==> src/rtl/cam_pkg.sv <==
package cam_pkg;
    typedef enum logic [2:0] {
        OP_NOP    = 3'd0,
        OP_WRITE  = 3'd1,
        OP_INSERT = 3'd2,
        OP_DELETE = 3'd3,
        OP_SEARCH = 3'd4,
        OP_SCAN   = 3'd5
    } cam_op_e;

    typedef enum logic [1:0] {
        ST_IDLE,
        ST_WALK,
        ST_FIN
    } scan_st_e;
endpackage

==> src/rtl/cam_row.sv <==
module cam_row #(
    parameter int WIDTH = 8
) (
    input  logic [WIDTH-1:0] word,
    input  logic [WIDTH-1:0] arg,
    input  logic [WIDTH-1:0] key,
    input  logic             active,
    output logic             hit
);
    logic [WIDTH-1:0] col_ok;

    // per-column term: equal, or column not keyed
    for (genvar j = 0; j < WIDTH; j++) begin : g_col
        assign col_ok[j] = (word[j] ~^ arg[j]) | ~key[j];
    end

    assign hit = active & (&col_ok);
endmodule

==> src/rtl/cam_lowest.sv <==
module cam_lowest #(
    parameter int N  = 8,
    parameter int AW = 3
) (
    input  logic [N-1:0]  vec,
    output logic [AW-1:0] idx,
    output logic          found
);
    always_comb begin
        idx   = '0;
        found = |vec;
        for (int i = N - 1; i >= 0; i--) begin
            if (vec[i]) idx = AW'(i);
        end
    end
endmodule

==> src/rtl/cam_array.sv <==
module cam_array
    import cam_pkg::*;
#(
    parameter int WORDS = 8,
    parameter int WIDTH = 8,
    localparam int AW   = $clog2(WORDS)
) (
    input  logic             clk,
    input  logic             rst_n,
    input  logic             cmd_valid,
    input  logic [2:0]       cmd_op,
    input  logic [AW-1:0]    cmd_addr,
    input  logic [WIDTH-1:0] cmd_data,
    input  logic [WIDTH-1:0] cmd_key,
    output logic [WORDS-1:0] match_vec,
    output logic             key_err,
    output logic             full_err,
    output logic [WIDTH-1:0] hit_word,
    output logic             busy,
    output logic             scan_valid,
    output logic [AW-1:0]    scan_idx,
    output logic [WIDTH-1:0] scan_word,
    output logic             scan_done
);
    logic [WIDTH-1:0] mem_q [WORDS];
    logic [WORDS-1:0] active_q, match_q, pend_q;
    logic [WORDS-1:0] cap_hit, live_hit, free_vec;
    logic [WIDTH-1:0] arg_q, key_q;
    logic             key_err_q, full_err_q;
    logic [AW-1:0]    free_idx, next_idx;
    logic             free_ok, next_ok;
    scan_st_e         state_q, state_d;
    cam_op_e          op;
    logic             accept;

    assign op       = cam_op_e'(cmd_op);
    assign accept   = cmd_valid && (state_q == ST_IDLE);
    assign free_vec = ~active_q;

    for (genvar i = 0; i < WORDS; i++) begin : g_row
        cam_row #(.WIDTH(WIDTH)) u_cap (
            .word(mem_q[i]), .arg(cmd_data), .key(cmd_key),
            .active(active_q[i]), .hit(cap_hit[i])
        );
        cam_row #(.WIDTH(WIDTH)) u_live (
            .word(mem_q[i]), .arg(arg_q), .key(key_q),
            .active(active_q[i]), .hit(live_hit[i])
        );
    end

    cam_lowest #(.N(WORDS), .AW(AW)) u_free (
        .vec(free_vec), .idx(free_idx), .found(free_ok)
    );
    cam_lowest #(.N(WORDS), .AW(AW)) u_next (
        .vec(pend_q), .idx(next_idx), .found(next_ok)
    );

    // table contents, flags and captured hits
    always_ff @(posedge clk or negedge rst_n) begin
        if (!rst_n) begin
            for (int i = 0; i < WORDS; i++) mem_q[i] <= '0;
            active_q   <= '0;
            match_q    <= '0;
            arg_q      <= '0;
            key_q      <= '0;
            key_err_q  <= 1'b0;
            full_err_q <= 1'b0;
        end else begin
            full_err_q <= accept && (op == OP_INSERT) && !free_ok;
            if (accept) begin
                case (op)
                    OP_WRITE: begin
                        mem_q[cmd_addr]    <= cmd_data;
                        active_q[cmd_addr] <= 1'b1;
                    end
                    OP_INSERT: begin
                        if (free_ok) begin
                            mem_q[free_idx]    <= cmd_data;
                            active_q[free_idx] <= 1'b1;
                        end
                    end
                    OP_DELETE: begin
                        mem_q[cmd_addr]    <= '0;
                        active_q[cmd_addr] <= 1'b0;
                        match_q[cmd_addr]  <= 1'b0;
                    end
                    OP_SEARCH: begin
                        arg_q     <= cmd_data;
                        key_q     <= cmd_key;
                        match_q   <= cap_hit;
                        key_err_q <= (cmd_key == '0);
                    end
                    default: ;
                endcase
            end
        end
    end

    // scan state register
    always_ff @(posedge clk or negedge rst_n) begin
        if (!rst_n) state_q <= ST_IDLE;
        else        state_q <= state_d;
    end

    // pending hits walked by the scan
    always_ff @(posedge clk or negedge rst_n) begin
        if (!rst_n) begin
            pend_q <= '0;
        end else if (accept && op == OP_SCAN) begin
            pend_q <= match_q;
        end else if (state_q == ST_WALK) begin
            pend_q <= pend_q & ~(WORDS'(1) << next_idx);
        end
    end

    always_comb begin
        state_d = state_q;
        unique case (state_q)
            ST_IDLE: if (accept && op == OP_SCAN)
                         state_d = (match_q != '0) ? ST_WALK : ST_FIN;
            ST_WALK: if ((pend_q & (pend_q - WORDS'(1))) == '0)
                         state_d = ST_FIN;
            ST_FIN:  state_d = ST_IDLE;
            default: state_d = ST_IDLE;
        endcase
    end

    // outputs
    always_comb begin
        busy       = (state_q != ST_IDLE);
        scan_valid = (state_q == ST_WALK) && next_ok;
        scan_done  = (state_q == ST_FIN);
        scan_idx   = next_idx;
        scan_word  = mem_q[next_idx];
        match_vec  = match_q;
        key_err    = key_err_q;
        full_err   = full_err_q;
        hit_word   = '0;
        for (int i = 0; i < WORDS; i++) begin
            if (live_hit[i]) hit_word = hit_word | mem_q[i];
        end
    end

    assert_inactive_nohit_R4: assert property (@(posedge clk) disable iff (!rst_n)
        (match_vec & ~active_q) == '0);

    assert_zero_key_all_R3: assert property (@(posedge clk) disable iff (!rst_n)
        (accept && op == OP_SEARCH && cmd_key == '0) |=> (key_err && match_vec == active_q));

    assert_full_keeps_R6: assert property (@(posedge clk) disable iff (!rst_n)
        (accept && op == OP_INSERT && active_q == '1) |=> (full_err && $stable(active_q)));

    assert_insert_grows_R5: assert property (@(posedge clk) disable iff (!rst_n)
        (accept && op == OP_INSERT && active_q != '1)
        |=> ($countones(active_q) == $countones($past(active_q)) + 1));

    assert_scan_is_hit_R9: assert property (@(posedge clk) disable iff (!rst_n)
        scan_valid |-> match_vec[scan_idx]);

    assert_scan_ascend_R9: assert property (@(posedge clk) disable iff (!rst_n)
        (scan_valid && $past(scan_valid)) |-> (scan_idx > $past(scan_idx)));

    assert_busy_frozen_R12: assert property (@(posedge clk) disable iff (!rst_n)
        busy |=> ($stable(active_q) && $stable(match_vec)));
endmodule

==> config.mk <==
export PLATFORM = sky130hd
export DESIGN_NAME = cam_array
export DESIGN_NICKNAME = d
export VERILOG_FILES = /design/src/rtl/cam_pkg.sv /design/src/rtl/cam_row.sv /design/src/rtl/cam_lowest.sv /design/src/rtl/cam_array.sv
export SDC_FILE = /design/constraint.sdc
export NUM_CORES = 1
export LEC_CHECK = 0
export BUFFER_PORTS_ARGS = -buffer_cell sky130_fd_sc_hd__buf_2
export CORE_AREA = 5 5 105 156
export CTS_BUF_LIST = sky130_fd_sc_hd__clkbuf_2 sky130_fd_sc_hd__clkbuf_4 sky130_fd_sc_hd__clkbuf_8
export DETAILED_ROUTE_END_ITERATION = 8
export DIE_AREA = 0 0 110 161
export PLACE_DENSITY = 0.73
export SLEW_MARGIN = 20
export SYNTH_ARGS = -nofsm -noshare
export SYNTH_HDL_FRONTEND = slang
export SYNTH_SLANG_ARGS = --single-unit
export TNS_END_PERCENT = 5
==> constraint.sdc <==
create_clock -name clk -period 3.32 [get_ports clk]
set_clock_uncertainty 0.15 [all_clocks]
set_input_delay 0.83 -clock clk [delete_from_list [all_inputs] [get_ports clk]]
set_output_delay 0.83 -clock clk [all_outputs]
set_load 0.005 [all_outputs]
**After elaboration in Yosys (flattened, before gate mapping)**

Cells that the tools add are included.

- ROM bits: 0
- Bits in latches: 0
- RAM bits: 0
- Memories kept: 0
- Output and inout port bits: 32
- Register bits after elaboration: 108

- Shifts and indexed selects: 1
- Multiplexer cells: 48
- Div/mod/pow operators: 0
- Reduce and logical (&&, ||, !) cells: 40
- Magnitude comparators: 9
- Bitwise operators: 309
- Add/subtract/negate cells: 1
- Multipliers: 0
- Equality and inequality tests: 10

Operators by type and width:

| cell | count |
|---|---|
| 64-bit one-hot mux with 3 select lines | 1 |
| 64-bit bitwise mux | 2 |
| 1-bit bitwise OR | 128 |
| 8-bit AND reduction | 16 |
| 1-bit XNOR | 128 |
| 8-bit two-way mux | 15 |
| 8-bit bitwise OR | 9 |
| 64-bit bitwise AND | 1 |
| 64-bit two-way mux | 1 |
| 64-bit inverter | 1 |
| 8-bit demux with 3-bit select | 2 |
| 3-bit two-way mux | 16 |
| 8-bit bitwise AND | 4 |
| 8-bit binary-select mux with 3-bit select | 1 |
| 8-bit inverter | 3 |
| 8-bit one-hot mux with 3 select lines | 1 |
| 1-bit bitwise AND | 16 |
| 8-bit zero test | 2 |
| 1-bit inverter | 16 |
| 8-bit one-hot mux with 2 select lines | 1 |
| 8-bit OR reduction | 2 |
| 4-bit greater-or-equal comparator (second input constant) | 3 |
| 3-bit inverter with 4-bit output | 3 |
| 1-bit logical AND | 9 |
| other kinds (23) | 37 |

**Logic depth before layout (Yosys ltp)**

- Depth after elaboration: 19
- Mapped depth: 10

**Modules after synthesis**

Synthesis repeated with hierarchy kept, for this count alone.

- Cell total of the unflattened synthesis: 849
- Area, all modules: 8084.0 um^2

Modules (own cells, without submodules):

| module | instances | cells each | area an instance (um^2) |
|---|---|---|---|
| cam_array | 1 | 615 | 6059.6 |
| cam_row | 16 | 13 | 116.4 |
| cam_lowest | 2 | 13 | 81.3 |

**Worst setup path after synthesis**

No wires, ideal clock.

- Kind: flip-flop to output port
- From: reg pend_q[3]
- To: out scan_word[4]
- Data arrival time: 2.039 ns
- Data required time: 2.340 ns
- Buffers on the path: 4
- Slack: 0.301 ns
- Stages on the path, launching flop included: 11
- Cell sequence: dfrtp_1 -> buf_6 -> or4_1 -> buf_2 -> or2_1 -> buf_6 -> buf_8 -> nand2_4 -> a221oi_2 -> o21a_1 -> a221oi_2

- Longest elaborated chain between the ends: 8

RTL lines:

| item | RTL line | source |
|---|---|---|
| start: declaration | cam_array.sv:26 | `logic [WORDS-1:0] active_q, match_q, pend_q;` |
| start signal: assignment | cam_array.sv:110 | `pend_q <= match_q;` |
| start signal: assignment | cam_array.sv:112 | `pend_q <= pend_q & ~(WORDS'(1) << next_idx);` |
| 3-bit two-way mux (4 in a row) | cam_lowest.sv:13 | `if (vec[i]) idx = AW'(i);` |
| 3-bit inverter with 4-bit output (implied by the code) | cam_array.sv:134 | `scan_word = mem_q[next_idx];` |
| 8-bit binary-select mux with 3-bit select | cam_array.sv:134 |  |
| 8-bit two-way mux (implied by the code) (2 in a row) | cam_array.sv:134 |  |
| end: declaration | cam_array.sv:22 | `output logic [WIDTH-1:0] scan_word,` |

Every way passes these cells. The select of a mux whose other input is x is not followed.

**Final worst setup path**

- From: reg arg_q[7]
- To: out hit_word[0]

- Longest elaborated chain between the ends: 19
- Elaborated cells between the ends (all ways): 47
- Classes of those cells: mux: 8; bitwise: 31; reduce/logical: 8

RTL lines:

| item | RTL line | source |
|---|---|---|
| start: declaration | cam_array.sv:28 | `logic [WIDTH-1:0] arg_q, key_q;` |
| start signal: assignment | cam_array.sv:88 | `arg_q <= cmd_data;` |
| 1-bit XNOR | cam_row.sv:14 | `assign col_ok[j] = (word[j] ~^ arg[j]) \| ~key[j];` |
| 1-bit bitwise OR | cam_row.sv:14 |  |
| 8-bit AND reduction | cam_row.sv:17 | `assign hit = active & (&col_ok);` |
| 1-bit bitwise AND | cam_row.sv:17 |  |
| 8-bit two-way mux | cam_array.sv:140 | `if (live_hit[i]) hit_word = hit_word \| mem_q[i];` |
| 8-bit bitwise OR | cam_array.sv:140 |  |
| 8-bit two-way mux | cam_array.sv:140 |  |
| 8-bit bitwise OR | cam_array.sv:140 |  |
| [3 not listed] | - |  |
| 8-bit bitwise OR | cam_array.sv:140 |  |
| 8-bit two-way mux | cam_array.sv:140 |  |
| 8-bit bitwise OR | cam_array.sv:140 |  |
| 8-bit two-way mux | cam_array.sv:140 |  |
| 8-bit bitwise OR | cam_array.sv:140 |  |
| 8-bit two-way mux | cam_array.sv:140 |  |
| 8-bit bitwise OR | cam_array.sv:140 |  |
| 8-bit two-way mux (*) | cam_array.sv:140 |  |
| end: declaration | cam_array.sv:18 | `output logic [WIDTH-1:0] hit_word,` |

Every way passes the cells marked *; elsewhere a longest branch is shown, timed or not.

==> results.sh <==
export IMPL_outcome="finished with violations"
export IMPL_failed_checks="negative setup slack"
export IMPL_switching_share_pct=49.7
export IMPL_drv_cap=0
export IMPL_io_pins=57
export IMPL_p_seq_share_pct=26.7
export IMPL_ys_seq_area_share_pct=33.4
export IMPL_clk_path_buf_depth=2
export IMPL_path_class="flip-flop to output pin"
export IMPL_syn_area_mm2=0.00808
export IMPL_cts_root_buffer_cell="clkbuf_8"
export IMPL_startpoint_type="flip-flop"
export IMPL_grtUsageTotal_pct=38.5
export IMPL_hold_buffers=0
export IMPL_max_stage_delay_ps=660
export IMPL_post_dp_cell_area_mm2=0.00899
export IMPL_setup_viol=16
export IMPL_powerDensity_mw_per_mm2=987
export IMPL_ctsHtreeMaxLevel=3
export IMPL_crit_chain="xor2_1 > a222oi_1 > and4_4 > a22oi_1 > nand4_1 > buf_2"
export IMPL_route_vias_total=8608
export IMPL_antenna_cells=0
export IMPL_fin_crit_sh_pct=107
export IMPL_postLayoutSetupSlackWorst_ps=-217
export IMPL_synthTopCellsByCount="nand2_1, xor2_1, dfrtp_1"
export IMPL_cp_slowest_cell="a222oi_1"
export IMPL_crit_arrival_ps=2560
export IMPL_cts_sinks=108
export IMPL_grt_max_degree=52
export IMPL_synthArstFlopShare_pct=100
export IMPL_antenna_found_initial=0
export IMPL_regToRegSetupSlack_ps=730
export IMPL_wire_per_inst_um=27.7
export IMPL_end_kind="output pin"
export IMPL_start_util_pct=54.1
export IMPL_rsz0062_at_grt="true"
export IMPL_die_area_mm2=0.0177
export IMPL_drv_slew=0
export IMPL_synthTopCellsByArea="dfrtp_1, xor2_1, nand2_1"
export IMPL_grt_pass1_wl_um=50000
export IMPL_yosysWarnings=0
export IMPL_final_nets=1068
export IMPL_clk_pin_slew_ps=130
export IMPL_ys_types=65
export IMPL_vdd_ir_drop_max_mv=0.625
export IMPL_cts_tree="built"
export IMPL_cp_max_fo=8
export IMPL_dr_pass1_iters=9
export IMPL_hold_viol=0
export IMPL_portBuffers=56
export IMPL_num_rows=55
export IMPL_syn_avg_cell_area_um2=8.40
export IMPL_drive_gt1_share_pct=23.8
export IMPL_max_freq_mhz=283
export IMPL_worstMarginPinSlew_ps=747
export IMPL_gp_congestion=1.09
export IMPL_die_height_um=161
export IMPL_crit_family="compound AO/OA/AOI/OAI gates"
export IMPL_syn2layout_area_growth_pct=17.8
export IMPL_clkLatencyLatePin_ps=420
export IMPL_synth_most_common_cell="nand2_1"
export IMPL_crit_required_ps=2340
export IMPL_synth_nets=987
export IMPL_grt_pass1_vias=8091
export IMPL_critPathBufInv=1
export IMPL_routed_wirelength_um=34600
export IMPL_drtIter0Drc=1398
export IMPL_dp_hpwl_um=25500
export IMPL_ys_ff_latch=108
export IMPL_synth_edff_count=0
export IMPL_die_x_um=110
export IMPL_synth_top_cell_by_area="dfrtp_1"
export IMPL_numCtsBuffers=9
export IMPL_min_period_ps=3540
export IMPL_synth_top_cell_area_share_pct=33.4
export IMPL_internal_power_mw=4.72
export IMPL_vias_per_cell=6.90
export IMPL_leakagePower_nw=4.52
export IMPL_coreArea_mm2=0.0149
export IMPL_drc_errors=0
export IMPL_p_comb_share_pct=63.9
export IMPL_p_total_mw=9.39
export IMPL_grt_ovfl_total=0
export IMPL_yosys_most_used_dff="dfrtp_1"
export IMPL_pwr_share_clk_pct=9.4
export IMPL_p_sw_mw=4.67
export IMPL_synthCells=962
export IMPL_holdCritPathClass="input pin to async pin"
export IMPL_antenna_left=0
export IMPL_relSlewSlack_pct=50.2
export IMPL_fin_area_mm2=0.00952
layer usage:
metal	GRT usage, %	vias up	wire length [um]
li1	-	3633	-
met1	49.3	4087	12400
met2	58.2	676	15500
met3	8.00	212	3790
met4	24.6	0	2870
met5	0	-	0
logic make-up after synthesis:
group	count (synthesis)	synth area share (%)
AOI/OAI and AO/OA	279	25.7
xor gates and xnor gates	128	13.9
adders and majority gates	2	0.248
buffers and inverters	117	6.30
DFF	108	33.4
muxes	14	1.95
and+or+nand+nor	314	18.5
power groups by stage:
stage	registers (mW)	logic, mW	clock network (mW)
2_1_floorplan	2.18	3.31	0
3_3_place_gp	2.48	5.08	0
3_5_place_dp	2.47	5.14	0
4_1_cts	2.45	5.47	0.881
5_1_grt	2.53	6.30	0.939
6_report	2.51	6.00	0.887
cell type report:
type | instances | area, um2
multi-input combinational | 737 | 5100
inverter | 26 | 97.6
tap | 199 | 249
clock buffer | 9 | 124
sequential | 108 | 2720
clock inverter | 7 | 86.3
fill | 1312 | 5410
timing repair buffer | 161 | 1150
through the flow:
stage | hold WS, ps | setup TNS [ps] | instances | setup slack (ps) | util, %
final | 286 | -2320 | 1247 | -217 | 63.7
after global routing | 337 | -2760 | 1247 | -226 | 63.7
after detailed placement | 326 | 0 | 1224 | 50.9 | 60.2
after global placement | 305 | 0 | 1224 | 51.2 | 60.2
after CTS | 311 | -1960 | 1243 | -163 | 62.7
after floorplan | 320 | 0 | 962 | 301 | -
final timing paths:
kind                                              end  cells after the start                    start
worst max-delay path                      hit_word[0]                      6     arg_q[7]$_DFFE_PN0P_
worst min-delay path                        async pin                      1                    rst_n
worst max register to register              flip-flop                      7  active_q[0]$_DFFE_PN0P_
worst min register to register    key_err$_DFFE_PN0P_                      2      key_err$_DFFE_PN0P_
max in group asynchronous       pend_q[6]$_DFFE_PN0P_                      2                    rst_n
min in group clk                  key_err$_DFFE_PN0P_                      2      key_err$_DFFE_PN0P_
worst reg2reg max path: cells and delay by family (launching register included):
family / cells / cell delay, ps
AO/OA/AOI/OAI: 1 / 210
flip-flops: 1 / 390
AND/OR/NAND/NOR: 4 / 1320
buffers and inverters: 2 / 430
timing repair:
item	in CTS	in global routing
gates resized for setup	33	26
pin swaps	8	6
setup endpoints to repair	16	16
setup buffers	3	4
layout by cell type, fill, tap and decap left out, drive strengths merged, types with 31 or more instances in the layout:
cell type,n
a221oi,37
dfrtp,108
buf,161
nand2,162
o21ai,53
xor2,128
inv,31
a22oi,44
nor2,38
a21oi,33
(Power assumes the default switching activity.)
